==> src/rtl/ab_pkg.sv <==
// Shared types for the autobaud sync detector.
package ab_pkg;
    // Acquisition phase: hunting, period loaded, receiver enabled and tracking
    typedef enum logic [1:0] {
        ST_SEARCH = 2'd0,
        ST_ARMED  = 2'd1,
        ST_TRACK  = 2'd2
    } ab_state_e;

    localparam logic [7:0] SYNC_BYTE = 8'h3E;
    localparam int         FF_BITS   = 7;   // fall-to-fall span of the sync byte
    localparam int         HI_BITS   = 5;   // high pulse inside that span
endpackage

==> src/rtl/ab_edge_timer.sv <==
// Synchronizes the receive line and times its edges.
// Assumes rx is asynchronous and idle high; counters saturate at SAT so a
// long idle reads as out of range. ff_cnt: clocks since last fall,
// hi_cnt: clocks since last rise, rr_len: last rise-to-rise interval.
module ab_edge_timer #(
    parameter int CW  = 12,
    parameter int SAT = 4001
) (
    input  logic          clk,
    input  logic          rst_n,
    input  logic          rx,
    output logic          rx_s,
    output logic          fall,
    output logic          rise,
    output logic [CW-1:0] ff_cnt,
    output logic [CW-1:0] hi_cnt,
    output logic [CW-1:0] rr_len
);
    localparam logic [CW-1:0] SAT_V = CW'(SAT);
    localparam logic [CW-1:0] ONE_V = CW'(1);

    logic s1, s2, s3;
    logic [CW-1:0] ff_q, hi_q, rr_q;

    function automatic logic [CW-1:0] sat_inc(input logic [CW-1:0] v);
        return (v >= SAT_V) ? SAT_V : v + ONE_V;
    endfunction

    // Two-flop synchronizer plus one delay stage for edge detection
    always_ff @(posedge clk) begin
        if (!rst_n) begin
            s1 <= 1'b1;
            s2 <= 1'b1;
            s3 <= 1'b1;
        end else begin
            s1 <= rx;
            s2 <= s1;
            s3 <= s2;
        end
    end

    assign rx_s = s2;
    assign fall = s3 & ~s2;
    assign rise = ~s3 & s2;

    // Interval counters restarted by their edge, rise-to-rise captured on rise
    always_ff @(posedge clk) begin
        if (!rst_n) begin
            ff_q <= SAT_V;
            hi_q <= SAT_V;
            rr_q <= SAT_V;
        end else begin
            ff_q <= fall ? ONE_V : sat_inc(ff_q);
            hi_q <= rise ? ONE_V : sat_inc(hi_q);
            if (rise) rr_q <= hi_q;
        end
    end

    assign ff_cnt = ff_q;
    assign hi_cnt = hi_q;
    assign rr_len = rr_q;
endmodule

==> src/rtl/ab_ratio_chk.sv <==
// Judges one candidate edge pair against the 7:5 shape of the sync byte.
// Pure combinational; tolerance is floor(ff/7), integer arithmetic only.
module ab_ratio_chk #(
    parameter int CW    = 12,
    parameter int LIMIT = 4000
) (
    input  logic [CW-1:0] ff,
    input  logic [CW-1:0] hi,
    output logic          in_range,
    output logic          fits
);
    import ab_pkg::*;
    localparam int PW = CW + 4;

    logic [PW-1:0] a, b, diff, tol;

    // Scale both sides, take the absolute gap, compare with the tolerance
    always_comb begin
        in_range = (ff <= CW'(LIMIT)) && (hi <= CW'(LIMIT));
        a        = PW'(ff) * PW'(HI_BITS);
        b        = PW'(hi) * PW'(FF_BITS);
        diff     = (a > b) ? (a - b) : (b - a);
        tol      = PW'(ff / CW'(FF_BITS));
        fits     = in_range && (diff <= tol);
    end
endmodule

==> src/rtl/ab_frame_rx.sv <==
// Minimal 8N1 frame sampler used only to spot sync bytes while tracking.
// Assumes period >= 1 whenever en is high; samples at 1.5, 2.5 ... 9.5 bit
// times after the detected start edge, LSB first.
module ab_frame_rx #(
    parameter int CW = 12
) (
    input  logic          clk,
    input  logic          rst_n,
    input  logic          en,
    input  logic          rx_s,
    input  logic          fall,
    input  logic [CW-1:0] period,
    output logic          done,
    output logic          stop_ok,
    output logic [7:0]    data
);
    localparam int MW = CW + 3;

    logic          busy;
    logic [MW-1:0] cnt, mid;
    logic [3:0]    idx;
    logic [7:0]    sh;

    // Frame sequencer: start on a fall, shift data, report at the stop bit
    always_ff @(posedge clk) begin
        if (!rst_n) begin
            busy    <= 1'b0;
            cnt     <= '0;
            mid     <= '0;
            idx     <= '0;
            sh      <= '0;
            done    <= 1'b0;
            stop_ok <= 1'b0;
        end else begin
            done <= 1'b0;
            if (!en) begin
                busy <= 1'b0;
            end else if (!busy) begin
                if (fall) begin
                    busy <= 1'b1;
                    cnt  <= MW'(1);
                    mid  <= MW'(period) + MW'(period >> 1);
                    idx  <= '0;
                end
            end else begin
                cnt <= cnt + MW'(1);
                if (cnt == mid) begin
                    if (idx == 4'd8) begin
                        done    <= 1'b1;
                        stop_ok <= rx_s;
                        busy    <= 1'b0;
                    end else begin
                        sh  <= {rx_s, sh[7:1]};
                        idx <= idx + 4'd1;
                        mid <= mid + MW'(period);
                    end
                end
            end
        end
    end

    assign data = sh;


    fr_done_chk: assert property (@(posedge clk) disable iff (!rst_n)
        done |-> $past(busy));
endmodule

==> src/rtl/autobaud_detect.sv <==
// Autobaud sync detector: learns the bit period from 0x3E, enables the
// receiver after a doubled sync byte, then tracks drift on later 0x3E
// frames. Requests power-down if no lock within TIMEOUT_CYCLES.
// Assumes an idle-high 8N1 line; rx may be asynchronous.
module autobaud_detect #(
    parameter int          LIMIT          = 4000,
    parameter logic [39:0] TIMEOUT_CYCLES = 40'd15_000_000_000,
    localparam int         CW             = $clog2(LIMIT + 2)
) (
    input  logic          clk,
    input  logic          rst_n,
    input  logic          rx,
    output logic [CW-1:0] bit_period,
    output logic          locked,
    output logic          rx_en,
    output logic          power_down
);
    import ab_pkg::*;
    localparam int TW = $clog2(TIMEOUT_CYCLES + 40'd1);

    ab_state_e     state;
    logic [CW-1:0] period_q;
    logic [TW-1:0] tmo_q;
    logic          pd_q;

    logic          rx_s, fall, rise;
    logic [CW-1:0] ff_cnt, hi_cnt, rr_len;
    logic          in_range, fits;
    logic          f_done, f_stop;
    logic [7:0]    f_data;
    logic          lock_now, track_upd;

    ab_edge_timer #(.CW(CW), .SAT(LIMIT + 1)) u_edges (
        .clk(clk), .rst_n(rst_n), .rx(rx), .rx_s(rx_s), .fall(fall),
        .rise(rise), .ff_cnt(ff_cnt), .hi_cnt(hi_cnt), .rr_len(rr_len)
    );

    ab_ratio_chk #(.CW(CW), .LIMIT(LIMIT)) u_ratio (
        .ff(ff_cnt), .hi(hi_cnt), .in_range(in_range), .fits(fits)
    );

    ab_frame_rx #(.CW(CW)) u_frame (
        .clk(clk), .rst_n(rst_n), .en(state == ST_TRACK), .rx_s(rx_s),
        .fall(fall), .period(period_q), .done(f_done), .stop_ok(f_stop),
        .data(f_data)
    );

    assign lock_now  = (state == ST_SEARCH) && fall && fits && !pd_q;
    assign track_upd = f_done && f_stop && (f_data == SYNC_BYTE) &&
                       (rr_len <= CW'(LIMIT)) && (rr_len >= CW'(FF_BITS));

    // Acquisition and tracking sequence with bit-period updates
    always_ff @(posedge clk) begin
        if (!rst_n) begin
            state    <= ST_SEARCH;
            period_q <= '0;
        end else begin
            case (state)
                ST_SEARCH: if (lock_now) begin
                    state    <= ST_ARMED;
                    period_q <= ff_cnt / CW'(FF_BITS);
                end
                ST_ARMED: if (fall) begin
                    if (fits) begin
                        state    <= ST_TRACK;
                        period_q <= ff_cnt / CW'(FF_BITS);
                    end else if (!in_range) begin
                        state <= ST_SEARCH;
                    end
                end
                ST_TRACK: if (track_upd) period_q <= rr_len / CW'(FF_BITS);
                default: state <= ST_SEARCH;
            endcase
        end
    end

    // Lock timeout: counts while searching, lock on the expiry edge wins
    always_ff @(posedge clk) begin
        if (!rst_n) begin
            tmo_q <= '0;
            pd_q  <= 1'b0;
        end else if (state != ST_SEARCH || lock_now) begin
            tmo_q <= '0;
        end else if (!pd_q) begin
            if (tmo_q == TW'(TIMEOUT_CYCLES - 40'd1)) pd_q  <= 1'b1;
            else                                      tmo_q <= tmo_q + TW'(1);
        end
    end

    assign bit_period = period_q;
    assign locked     = (state != ST_SEARCH);
    assign rx_en      = (state == ST_TRACK);
    assign power_down = pd_q;


    pd_sticky_chk: assert property (@(posedge clk) disable iff (!rst_n)
        power_down |=> power_down);

    pd_nolock_chk: assert property (@(posedge clk) disable iff (!rst_n)
        power_down |-> !locked);

    en_after_lock_chk: assert property (@(posedge clk) disable iff (!rst_n)
        $rose(rx_en) |-> $past(locked));

    period_hold_chk: assert property (@(posedge clk) disable iff (!rst_n)
        (state == ST_TRACK && !f_done) |=> $stable(bit_period));

    period_bound_chk: assert property (@(posedge clk) disable iff (!rst_n)
        bit_period <= CW'(LIMIT / FF_BITS));
endmodule

==> config.mk <==
export PLATFORM = sky130hd
export DESIGN_NAME = autobaud_detect
export DESIGN_NICKNAME = d
export VERILOG_FILES = /design/src/rtl/ab_pkg.sv /design/src/rtl/ab_edge_timer.sv /design/src/rtl/ab_ratio_chk.sv /design/src/rtl/ab_frame_rx.sv /design/src/rtl/autobaud_detect.sv
export SDC_FILE = /design/constraint.sdc
export NUM_CORES = 1
export LEC_CHECK = 0
export BUFFER_PORTS_ARGS = -buffer_cell sky130_fd_sc_hd__buf_2
export CAP_MARGIN = 20
export CELL_PAD_IN_SITES_DETAIL_PLACEMENT = 1
export CELL_PAD_IN_SITES_GLOBAL_PLACEMENT = 1
export CORE_ASPECT_RATIO = 1.4
export CORE_MARGIN = 10
export CORE_UTILIZATION = 45
export DETAILED_ROUTE_END_ITERATION = 10
export GPL_TIMING_DRIVEN = 0
export HOLD_SLACK_MARGIN = 0.12
export PLACE_DENSITY_LB_ADDON = 0.1
export SETUP_SLACK_MARGIN = 0.05
export SLEW_MARGIN = 25
export SYNTH_ARGS = -nofsm -noshare
export SYNTH_HDL_FRONTEND = slang
export SYNTH_HIERARCHICAL = 1
export SYNTH_SLANG_ARGS = --single-unit
==> constraint.sdc <==
create_clock -name clk -period 16.4 [get_ports clk]
set_clock_uncertainty 0.15 [all_clocks]
set_input_delay 1.64 -clock clk [delete_from_list [all_inputs] [get_ports clk]]
set_output_delay 1.64 -clock clk [all_outputs]
set_load 0.01 [all_outputs]
==> results.cfg <==
[layout]
drive_gt1_frac = 0.07459
n_antenna_cell = 0
fillers = 3361
fin_area_um2 = 13420
synthToLayoutAreaGrowth_pct = 9.483
final_nets = 1707

[worst_setup_path]
rrSetupSlack_ns = 5.95
ff2ff_path_depth = 42
arrival_ns = 10.62
cp_max_fo = 11
r2r-start = u_edges/hi_cnt[0]
cpMostUsedCell = a21oi_1
r2r-end = bit_period[2]
critPathMaxStageDelay_ns = 0.71
worst_ep_required_time_ns = 16.57
critPathSlowestCell = dfxtp_1
path_class = flop to flop
crit_path_end_kind = flop
worst_setup_path_start_kind = flop

[place]
dpl.hpwl_um = 28540
gp_congestion = 0.8557
port_buffers = 15
placed_cell_area_um2 = 12840

[power_and_ir_drop]
power.leakage_nw = 5.898
power.density_nw_per_um2 = 78.19
switching_share = 0.3459
power.share.clock = 0.363
ir_drop_uv = 69.13
p_int_mw = 0.6864
p_comb_frac = 0.319
pwr-share-seq = 0.319
p_switching_mw = 0.3630

[floorplanning]
core_area_um2 = 26830
initial_core_util = 0.4569
die_y_um = 215.3
fp.dieArea_um2 = 34340
die_w_um = 159.5
rows = 71
ioPinCount = 18

[drt]
vias = 11420
drcViolationCount = 0
drt_iter0_drc = 451
vias_per_cell = 5.866
routed_wl_um = 36410
firstDrtPassIters = 4
wl_per_cell_um = 18.70
postRouteAntennaNets = 0

[logic_synthesis]
synth-warning-count = 6
synth_cell_types = 108
synth_seq_cells = 131
syn_area_um2 = 12260
yosysMostFrequentCell = nand2_1
synth_commonest_cells = 135 x nand2_1, 131 x dfxtp_1, 117 x ha_1
synth_edf_count = 0
synth_top_area_cell = dfxtp_1
seq_area_frac_synth = 0.2139
postSynth.asyncResetShare = 0
synthTopCellsByArea = dfxtp_1 21%, ha_1 12%, xor2_1 4.8%, a21oi_1 4.2%, nand2_1 4.1%
avgSynthCellArea_um2 = 8.043
syn_inst = 1524
synth_flop_cell = dfxtp_1
synth_top_area_share = 0.2139

[timing]
min_period_ns = 10.45
hold_violations = 0
max_freq_mhz = 95.67
max-slew-margin-rel = 0.3274
worst_pin_slew_ns = 1.009
fin_setup_tns_ns = 0
fin_crit_sh = 0.6373
drv_slew = 0
rsz0062_at_grt = false
setup_viol = 0

[cts]
h-tree-depth = 4
clockRootBuffer = clkbuf_16
clkTransAtPathRegs_ns = 0.06
cts_tree = done
cts-resized-gates = 0
cts_hold_buf = 0
numCtsBuffers = 17
clk_latency_ns = 0.43
cts_setup_buffers = 0
cts_sinks = 131
cts.path.max_buffers = 2

[min_path]
hp-start = u_edges/s1
hold_class = flop to flop
hold_depth = 1
holdPathEnd = u_edges/rx_s

[grt]
antenna_found_initial = 0
grt_use_total = 0.2093
grt_max_degree = 19
grt_pass1_wl_um = 60250
grt_pass1_vias = 11860
grt_remaining_overflow = 0

[status]
status = finished clean

[job]
maxCapViolCount = 0
worst max-delay path: cells and delay by family (launching register included):
| family | cells | cell delay, ns |
|---|---|---|
| flip-flops | 1 | 0.71 |
| buffers and inverters | 4 | 1.33 |
| AO/OA/AOI/OAI | 21 | 3.75 |
| XOR/XNOR | 2 | 0.43 |
| AND/OR/NAND/NOR | 9 | 2.13 |
| multiplexers | 1 | 0.15 |
| adder cells (fa/ha/maj) | 5 | 1.69 |
registers in the layout, summed over array words and instances (netlist names), 4 cells and up:
name            flops
u_edges/hi_cnt     12
u_frame/cnt        15
u_edges/rr_len     12
bit_period         10
tmo_q              34
u_frame/idx         4
u_edges/ff_cnt     12
u_frame/mid        15
u_frame/data        8
cell type report:
class | count | area (µm²) | area share
multi-input cells | 1254 | 9032 | 0.6730
flip-flops and latches | 131 | 2623 | 0.1954
well taps | 365 | 456.7 | 0.03403
clock buffers | 17 | 425.4 | 0.03170
inverters | 96 | 362.8 | 0.02704
plain buffers | 55 | 290.3 | 0.02163
clock inverters | 14 | 155.1 | 0.01156
repair buffers | 15 | 75.07 | 0.005594
how the worst max path moves through the flow:
stage                      start             to  slack [ns]  cells past startpoint
2_1_floorplan  u_edges/hi_cnt[2]  bit_period[2]        8.41                     42
5_1_grt        u_edges/hi_cnt[0]  bit_period[6]        5.00                     42
3_3_place_gp   u_edges/hi_cnt[2]  bit_period[2]        5.95                     41
6_report       u_edges/hi_cnt[0]  bit_period[2]        5.95                     42
4_1_cts        u_edges/hi_cnt[0]  bit_period[2]        5.81                     42
3_5_place_dp   u_edges/hi_cnt[0]  bit_period[2]        5.87                     42
power by group through the flow:
stage / Sequential [mW] / Clock (mW) / Combinational, mW
detailed placement: 0.342 / 0 / 0.333
global placement: 0.341 / 0 / 0.322
floorplan: 0.336 / 0 / 0.254
global route: 0.335 / 0.405 / 0.375
CTS: 0.335 / 0.388 / 0.335
finish: 0.334 / 0.381 / 0.334
cells in the final DEF (no fill, tap or decap), types with 17 or more instances in the layout:
| cell type | instances |
|---|---|
| xnor2_1 | 50 |
| nor2b_1 | 19 |
| o21ai_0 | 57 |
| nand4_1 | 28 |
| a211oi_1 | 23 |
| a21oi_1 | 104 |
| buf_2 | 22 |
| o211ai_1 | 22 |
| nand3_1 | 65 |
| nand2_1 | 135 |
| a21o_1 | 35 |
| mux2i_1 | 41 |
| inv_1 | 90 |
| o21bai_1 | 17 |
| clkbuf_1 | 33 |
| nor3_1 | 25 |
| clkbuf_16 | 17 |
| and3_1 | 26 |
| ha_1 | 117 |
| fa_1 | 17 |
| xor2_1 | 67 |
| dfxtp_1 | 131 |
| a31oi_1 | 20 |
| nor2_1 | 106 |
per-layer routing:
layer  GRT usage  up-vias  wire, µm
li1            -     5610         -
met1      0.2184     5620     14470
met2      0.4087      125     20060
met3     0.02372       67       634
met4     0.08793        0      1246
met5           0        -         0
kinds of logic after synthesis:
family,share of synthesized area
buffers and inverters,0.05328
xor gates and xnor gates,0.08492
AOI/OAI and AO/OA,0.2406
adders and majority gates,0.1481
DFF,0.2139
and+or+nand+nor,0.2126
other,0.0003059
muxes,0.04624
stage by stage:
stage / total power, mW / worst slack, ns / util / hold WS, ns / cells
after floorplan: 0.5903 / 8.405 / - / 0.2363 / 1536
after global placement: 0.6635 / 5.949 / 0.4784 / 0.2422 / 1916
after detailed placement: 0.6744 / 5.868 / 0.4786 / 0.2457 / 1916
after CTS: 1.057 / 5.809 / 0.5002 / 0.2647 / 1947
after global routing: 1.116 / 4.999 / 0.5002 / 0.2815 / 1947
final: 1.049 / 5.948 / 0.5002 / 0.2620 / 1947
(Power assumes the default switching activity.)
